<file path="src/rtl/sdac_pkg.sv">
package sdac_pkg;

  // Lane positions of the sampled serial pins inside the synchronizer bank.
  localparam int unsigned LANES   = 4;
  localparam int unsigned LN_SCLK = 0;
  localparam int unsigned LN_SYNC = 1;
  localparam int unsigned LN_SDIN = 2;
  localparam int unsigned LN_LDAC = 3;

  // Idle level of each lane, loaded at reset so that no false edge appears:
  // clock high, frame closed, data low, load strobe high.
  localparam logic [LANES-1:0] LANE_IDLE = 4'b1011;

endpackage

</file>
<file path="src/rtl/sdac_in_sync.sv">
// Bank of multi-stage synchronizers with a falling-edge detector per lane.
module sdac_in_sync #(
  parameter int unsigned             LANES  = 4,
  parameter int unsigned             STAGES = 2,
  parameter logic [LANES-1:0]        IDLE   = '1
) (
  input  logic             clk,
  input  logic             rst_n,
  input  logic [LANES-1:0] raw_i,
  output logic [LANES-1:0] lvl_o,
  output logic [LANES-1:0] fell_o
);

  localparam int unsigned TOP = STAGES - 1;

  for (genvar g = 0; g < LANES; g++) begin : g_lane
    logic [STAGES-1:0] pipe_q;
    logic [STAGES-1:0] pipe_d;
    logic              prev_q;
    logic              prev_d;

    // next-state
    always_comb begin
      pipe_d = {pipe_q[TOP-1:0], raw_i[g]};
      prev_d = pipe_q[TOP];
    end

    // registers
    always_ff @(posedge clk or negedge rst_n) begin
      if (!rst_n) begin
        pipe_q <= {STAGES{IDLE[g]}};
        prev_q <= IDLE[g];
      end else begin
        pipe_q <= pipe_d;
        prev_q <= prev_d;
      end
    end

    assign lvl_o[g]  = pipe_q[TOP];
    assign fell_o[g] = prev_q & ~pipe_q[TOP];

    // A pin edge yields a single detected pulse (capture and load, R1/R5).
    p_edge_single_r1: assert property (@(posedge clk) disable iff (!rst_n)
      fell_o[g] |=> !fell_o[g]);
  end

endmodule

</file>
<file path="src/rtl/sdac_shift_stage.sv">
// Input register: one 16-bit stage of a serial shift chain.
module sdac_shift_stage #(
  parameter int unsigned WORD_W = 16
) (
  input  logic              clk,
  input  logic              rst_n,
  input  logic              shift_en,
  input  logic              bit_i,
  output logic [WORD_W-1:0] word_o
);

  localparam int unsigned MSB = WORD_W - 1;

  logic [WORD_W-1:0] word_q;
  logic [WORD_W-1:0] word_d;

  // next-state: shift left, new bit enters at the bottom
  always_comb begin
    word_d = word_q;
    if (shift_en) begin
      word_d = {word_q[MSB-1:0], bit_i};
    end
  end

  // registers
  always_ff @(posedge clk or negedge rst_n) begin
    if (!rst_n) begin
      word_q <= '0;
    end else begin
      word_q <= word_d;
    end
  end

  assign word_o = word_q;

  // Bits move up one place and the sampled data bit lands in bit 0.
  p_shift_order_r1: assert property (@(posedge clk) disable iff (!rst_n)
    shift_en |=> (word_q[0] == $past(bit_i)) &&
                 (word_q[MSB:1] == $past(word_q[MSB-1:0])));

  // Without a qualified capture the register keeps its contents.
  p_hold_idle_r2: assert property (@(posedge clk) disable iff (!rst_n)
    !shift_en |=> $stable(word_q));

endmodule

</file>
<file path="src/rtl/sdac_out_latch.sv">
// Output code register, loaded from the low bits of the input register.
module sdac_out_latch #(
  parameter int unsigned WORD_W = 16,
  parameter int unsigned CODE_W = 12
) (
  input  logic              clk,
  input  logic              rst_n,
  input  logic              load_en,
  input  logic [WORD_W-1:0] word_i,
  output logic [CODE_W-1:0] code_o
);

  logic [CODE_W-1:0] code_q;
  logic [CODE_W-1:0] code_d;

  // next-state: upper word bits are dropped
  always_comb begin
    code_d = code_q;
    if (load_en) begin
      code_d = word_i[CODE_W-1:0];
    end
  end

  // registers
  always_ff @(posedge clk or negedge rst_n) begin
    if (!rst_n) begin
      code_q <= '0;
    end else begin
      code_q <= code_d;
    end
  end

  assign code_o = code_q;

  p_code_load_r5: assert property (@(posedge clk) disable iff (!rst_n)
    load_en |=> code_q == $past(word_i[CODE_W-1:0]));

  p_code_hold_r5: assert property (@(posedge clk) disable iff (!rst_n)
    !load_en |=> $stable(code_q));

endmodule

</file>
<file path="src/rtl/sdac_chain_reg.sv">
// Top: chainable serial DAC input/output register pair.
module sdac_chain_reg
  import sdac_pkg::*;
#(
  parameter int unsigned WORD_W      = 16,
  parameter int unsigned CODE_W      = 12,
  parameter int unsigned SYNC_STAGES = 2,
  parameter int unsigned RST_STAGES  = 2
) (
  input  logic              clk,
  input  logic              rst_n,
  input  logic              sclk,
  input  logic              sync_n,
  input  logic              sdin,
  input  logic              ldac_n,
  input  logic              chain_en,
  output logic              sdout,
  output logic [CODE_W-1:0] dac_code
);

  localparam int unsigned MSB = WORD_W - 1;

  // Reset: asserted asynchronously, released on a clock edge.
  logic [RST_STAGES-1:0] rst_pipe_q;
  logic                  rst_n_i;

  always_ff @(posedge clk or negedge rst_n) begin
    if (!rst_n) begin
      rst_pipe_q <= '0;
    end else begin
      rst_pipe_q <= {rst_pipe_q[RST_STAGES-2:0], 1'b1};
    end
  end

  assign rst_n_i = rst_pipe_q[RST_STAGES-1];

  // Sampling of the serial pins.
  logic [LANES-1:0] pin_raw;
  logic [LANES-1:0] pin_lvl;
  logic [LANES-1:0] pin_fell;

  always_comb begin
    pin_raw          = '0;
    pin_raw[LN_SCLK] = sclk;
    pin_raw[LN_SYNC] = sync_n;
    pin_raw[LN_SDIN] = sdin;
    pin_raw[LN_LDAC] = ldac_n;
  end

  sdac_in_sync #(
    .LANES  (LANES),
    .STAGES (SYNC_STAGES),
    .IDLE   (LANE_IDLE)
  ) u_sync (
    .clk    (clk),
    .rst_n  (rst_n_i),
    .raw_i  (pin_raw),
    .lvl_o  (pin_lvl),
    .fell_o (pin_fell)
  );

  // Clock enables derived from the detected edges.
  logic shift_en;
  logic load_en;

  assign shift_en = pin_fell[LN_SCLK] & ~pin_lvl[LN_SYNC];
  assign load_en  = pin_fell[LN_LDAC];

  logic [WORD_W-1:0] word;

  sdac_shift_stage #(
    .WORD_W (WORD_W)
  ) u_shift (
    .clk      (clk),
    .rst_n    (rst_n_i),
    .shift_en (shift_en),
    .bit_i    (pin_lvl[LN_SDIN]),
    .word_o   (word)
  );

  sdac_out_latch #(
    .WORD_W (WORD_W),
    .CODE_W (CODE_W)
  ) u_latch (
    .clk     (clk),
    .rst_n   (rst_n_i),
    .load_en (load_en),
    .word_i  (word),
    .code_o  (dac_code)
  );

  // Oldest bit of the input register feeds the next channel when enabled.
  assign sdout = chain_en & word[MSB];

  // The serial output moves only after a capture edge.
  p_sdout_steady_r3: assert property (@(posedge clk) disable iff (!rst_n_i)
    (chain_en && $past(chain_en) && !$past(shift_en)) |-> $stable(sdout));

endmodule

</file>
<file path="config.mk">
export PLATFORM = sky130hd
export DESIGN_NAME = sdac_chain_reg
export DESIGN_NICKNAME = d
export VERILOG_FILES = /design/src/rtl/sdac_pkg.sv /design/src/rtl/sdac_in_sync.sv /design/src/rtl/sdac_shift_stage.sv /design/src/rtl/sdac_out_latch.sv /design/src/rtl/sdac_chain_reg.sv
export SDC_FILE = /design/constraint.sdc
export NUM_CORES = 1
export LEC_CHECK = 0
export ABC_AREA = 1
export BUFFER_PORTS_ARGS = -buffer_cell sky130_fd_sc_hd__buf_2
export CAP_MARGIN = 20
export CELL_PAD_IN_SITES_DETAIL_PLACEMENT = 1
export CELL_PAD_IN_SITES_GLOBAL_PLACEMENT = 2
export CORE_ASPECT_RATIO = 0.8
export CORE_MARGIN = 1
export CORE_UTILIZATION = 38
export CTS_CLUSTER_SIZE = 24
export DETAILED_ROUTE_END_ITERATION = 10
export GPL_TIMING_DRIVEN = 0
export HOLD_SLACK_MARGIN = 0.08
export PLACE_DENSITY_LB_ADDON = 0.1
export SETUP_SLACK_MARGIN = 0.15
export SLEW_MARGIN = 20
export SYNTH_ARGS = -nofsm -noshare
export SYNTH_HDL_FRONTEND = slang
export SYNTH_SLANG_ARGS = --single-unit
</file>
<file path="constraint.sdc">
create_clock -name clk -period 2.1 [get_ports clk]
set_clock_uncertainty 0.15 [all_clocks]
set_input_delay 0.315 -clock clk [delete_from_list [all_inputs] [get_ports clk]]
set_output_delay 0.315 -clock clk [all_outputs]
set_load 0.005 [all_outputs]
</file>
---- After elaboration in Yosys (flattened, before gate mapping) ----
Cells that the tools add are included.
word-level totals
  bits in registers ....................... 40
  input bits .............................. 7
  output and inout port bits .............. 13
  word-level logic and storage cells ...... 16
operators by class
  bitwise gates (word level) .............. 7
operators with widths
  kind            count
  1-bit AND       4
  1-bit inverter  3

---- Longest topological paths before layout ----
  depth in word-level cells ............... 3
  mapped depth ............................ 5
  depth with buffers taken out ............ 4

---- Modules after synthesis ----
A second synthesis with hierarchy kept.
second synthesis, totals
  cell total of the unflattened synthesis .. 150
  area total of the unflattened synthesis .. 1595.3 um^2
modules (own cells, without submodules)
  module            instances  cells each  area each (um^2)  sequential area each (um^2)
  sdac_shift_stage  1          68          684.4             400.4
  sdac_out_latch    1          51          457.9             300.3
  sdac_in_sync      1          24          381.6             311.5
  sdac_chain_reg    1          7           71.3              50.0

---- Worst setup path before layout ----
Ideal clock, no wire load.
  path type ............................... reg-to-reg
  start ................................... reg u_sync.g_lane[0].prev_q
  end ..................................... reg u_shift.word_q[10] (netlist: u_shift.word_o[10])
  library setup time ...................... 0.117 ns
  data arrival time ....................... 0.962 ns
  data required time ...................... 1.833 ns
  path slack .............................. 0.871 ns
  cell stages (with the launch flop) ...... 6
  path buffers ............................ 2
  clock period less this slack ............ 1.229 ns
  cells stage by stage .................... dfstp_2 > buf_4 > nand3_4 > buf_6 > nand2_1 > nand2_1
on the way
  cells in the longest elaborated chain, start to end .. 2
RTL lines
  element                 line                    RTL
  start, declared         sdac_in_sync.sv:19      logic prev_q;
  start signal, assigned  sdac_in_sync.sv:32      prev_q <= IDLE[g];
  start signal, assigned  sdac_in_sync.sv:35      prev_q <= prev_d;
  1-bit AND               sdac_in_sync.sv:40      assign fell_o[g] = prev_q & ~pipe_q[TOP];
  1-bit AND               sdac_chain_reg.sv:66    assign shift_en = pin_fell[LN_SCLK] & ~pin_lvl[LN_SYNC];
  end signal, assigned    sdac_shift_stage.sv:30  word_q <= word_d;
  end, declared           sdac_shift_stage.sv:14  logic [WORD_W-1:0] word_q;
No other way between the ends.
A chain may end at the register's enable or synchronous reset.

==> results.md <==
* Crit path cell chain: dlygate4sd3_1
* Slew margin rel. at 66.62%
* Port Buffer Count at 19
* H-tree depth at 2
* Initial antenna violation count at 0
* Post CTS Setup Buffer Count at 0
* Die width at 71.69 um
* Min Tclk post-route at 1.427 ns
* Routed len/inst at 12.58 um
* Synthesized flop and latch total at 40
* Worst r2r path cells at 1
* Syn-to-layout area delta at 22.12%
* Achievable frequency at 0.7008 GHz
* Skew-Pair Late Insertion Delay at 0.28 ns
* Reg-to-reg endpoint: u_latch.code_o[11]
* Reg2reg start: rst_pipe_q[1]
* Die span in y at 57.75 um
* Mux cell area share after synthesis at 0%
* Initial Util at 41.40%
* RSZ-0062 raised after global routing: false
* Layout cell share with drive strength beyond 1 at 26.44%
* Critical Path RT at 2.35 ns
* Rows at 19
* Syn avg cell area at 10.55 um^2
* CP Max Fanout at 10
* Final setup viols at 0
* DR vias at 1,036
* Reg clk slew, reported paths at 0.07 ns
* Post-DP HPWL at 1971 um
* Post-Synth Adder-Cell Area at 0%
* Crit path launch type: flop
* Slew Limit Fails at 0
* Synth warnings at 0
* CP Data Arrival Time at 1.67 ns
* R2R setup slack at 0.67 ns
* Seq/Total Area, Yosys at 68.47%
* Worst Hold Class: reg -> async
* Vias in the first global route at 1,013
* Layout Nets at 180
* CP endpoint kind: asynchronous set/reset pin
* Slowest-stage cell, CP: dlygate4sd3_1
* Top Ports at 20
* XOR/XNOR share of the synthesized area at 0%
* Non-Filler Instances at 216
* CP Class: reg -> async
* Final ANT Viol Nets at 0
* TritonCTS buffer count at 5
* Mapped Area at 1476 um^2
* CTS tree: done
* Finished layout cell area at 1803 um^2
* # diodes at 0
* CORE AREA at 3566 um^2
* Routability cong. at 0.6766
* Post-DR vias/cell at 4.796
* Drt pass-1 iters at 4
* GR Util All Layers at 15.89%
* Post-Place Cells at 202
* Synth Instances at 140
* Clock sink count at 40
* Leak at 0.9840 nW
* Syn Nets at 147
* Largest family of logic cells by synthesized area: simple AND/OR/NAND/NOR gates
* DRC viols at 0
* Critical path buffers and inverters at 1
* CP top delay family: buffers and inverters
* Initial DRC count at 14
* VDD IR max at 0.3927 mV
* Status: finished clean
* Deepest clock path buffer count at 2
* Max Cap Viol at 0
* Simple-gate portion of the synthesized area at 26.78%
* Root Driver: clkbuf_8
* Die Area at 4140 um^2
* Grt ovf at 0
* CP max stage delay at 0.90 ns
* Pwr/cell area at 882.1 nW/um^2
* Synth Area in Compound Gates at 0%
* Largest net degree at the start of global routing at 24
* Placed inst area at 1653 um^2
* Final hold viol count at 0
* Count of unique library cells instantiated by Yosys at 12
* Measured slew at the worst slew-check pin at 0.4991 ns
* Setup TNS at 0 ns
* Routed wire length at 2718 um
* First-pass GRT wire length at 4850 um
* Final period utilization at 67.95%
==> stage by stage <==
step                      hold WS, ns  worst slack, ns  utilization (%)  total power [W]
after floorplan               -0.1306           0.7686                -         0.001016
after CTS                      0.1799           0.6170            50.56         0.001617
after global routing           0.2007           0.5503            50.56         0.001679
after global placement       -0.05024           0.3832            45.54         0.001081
after detailed placement     -0.04574           0.7628            46.35         0.001099
final                          0.1865           0.6731            50.56         0.001590
==> how the worst max path moves through the flow <==
stage,cells past startpoint,end,start,slack [ns]
finish,1,u_latch.code_o[11],rst_pipe_q[1],0.67
global route,1,u_shift.word_o[9],rst_pipe_q[1],0.55
CTS,1,u_latch.code_o[11],rst_pipe_q[1],0.62
detailed placement,5,u_shift.word_o[8],u_sync.g_lane[0].prev_q,0.76
global placement,0,u_latch.code_o[7],rst_pipe_q[1],0.38
floorplan,0,u_latch.code_o[0],rst_pipe_q[1],0.77
==> layout make-up <==
type	count	area, um^2
repair buffers	26	182.7
inverters	4	15.01
fillers	421	1763
well taps	42	52.55
flip-flops and latches	40	1012
multi-input cells	88	399.1
clock buffers	8	90.09
plain buffers	8	51.30
==> timing repair <==
action	4_1_cts	5_1_grt
endpoints found under the setup margin	0	0
resized for setup	0	0
hold buffers	6	0
hold endpoints to repair	16	0
==> power breakdown <==
part | switching (W) | total (W) | internal (W)
registers | 0.0000550 | 0.000915 | 0.000860
logic | 0.0000945 | 0.000174 | 0.0000791
clock network | 0.000234 | 0.000502 | 0.000268
total | 0.000383 | 0.00159 | 0.00121
==> flip-flops by register name, indices dropped and copies added, names as in the netlist <==
signal and flops:
u_sync.g_lane.pipe_q 8, u_sync.g_lane.prev_q 2, u_shift.word_o 16, u_latch.code_o 12, rst_pipe_q 2
==> logic make-up (layout without fill, tap and decap cells) <==
group                  Yosys count  after routing
and+or+nand+nor                 87             87
DFF                             40             40
buffers and inverters           12             46
other                            1              1
==> cell usage after synthesis <==
master    n  area, um^2
dfrtp_1  32       800.8
conb_1    1       3.750
nand3_4   1       17.52
inv_1     2       7.510
nand2_1  58       217.7
inv_2     2       7.510
buf_4     2       15.01
dfstp_2   8       210.2
buf_2     5       25.02
nand4_1  16       100.1
nand3_1  12       60.06
buf_6     1       11.26
==> placed cells by master (no fill, tap or decap) <==
cell type,n
nand2_1,58
inv_1,2
buf_2,24
nand3_4,1
nand4_1,16
inv_2,2
conb_1,1
dfstp_2,8
clkbuf_8,6
clkbuf_1,2
buf_6,1
buf_4,2
dfrtp_1,31
dfrtp_2,1
nand3_1,12
dlygate4sd3_1,6
buf_16,1
==> routing by layer <==
layer	up-vias	track usage, %	part of all wire [%]
li1	526	-	-
met1	484	21.84	50
met2	22	23.99	45
met3	4	4.348	3.8
met4	0	6.723	1.3
met5	-	0	0
No activity file was read; power rests on OpenSTA's default activity.
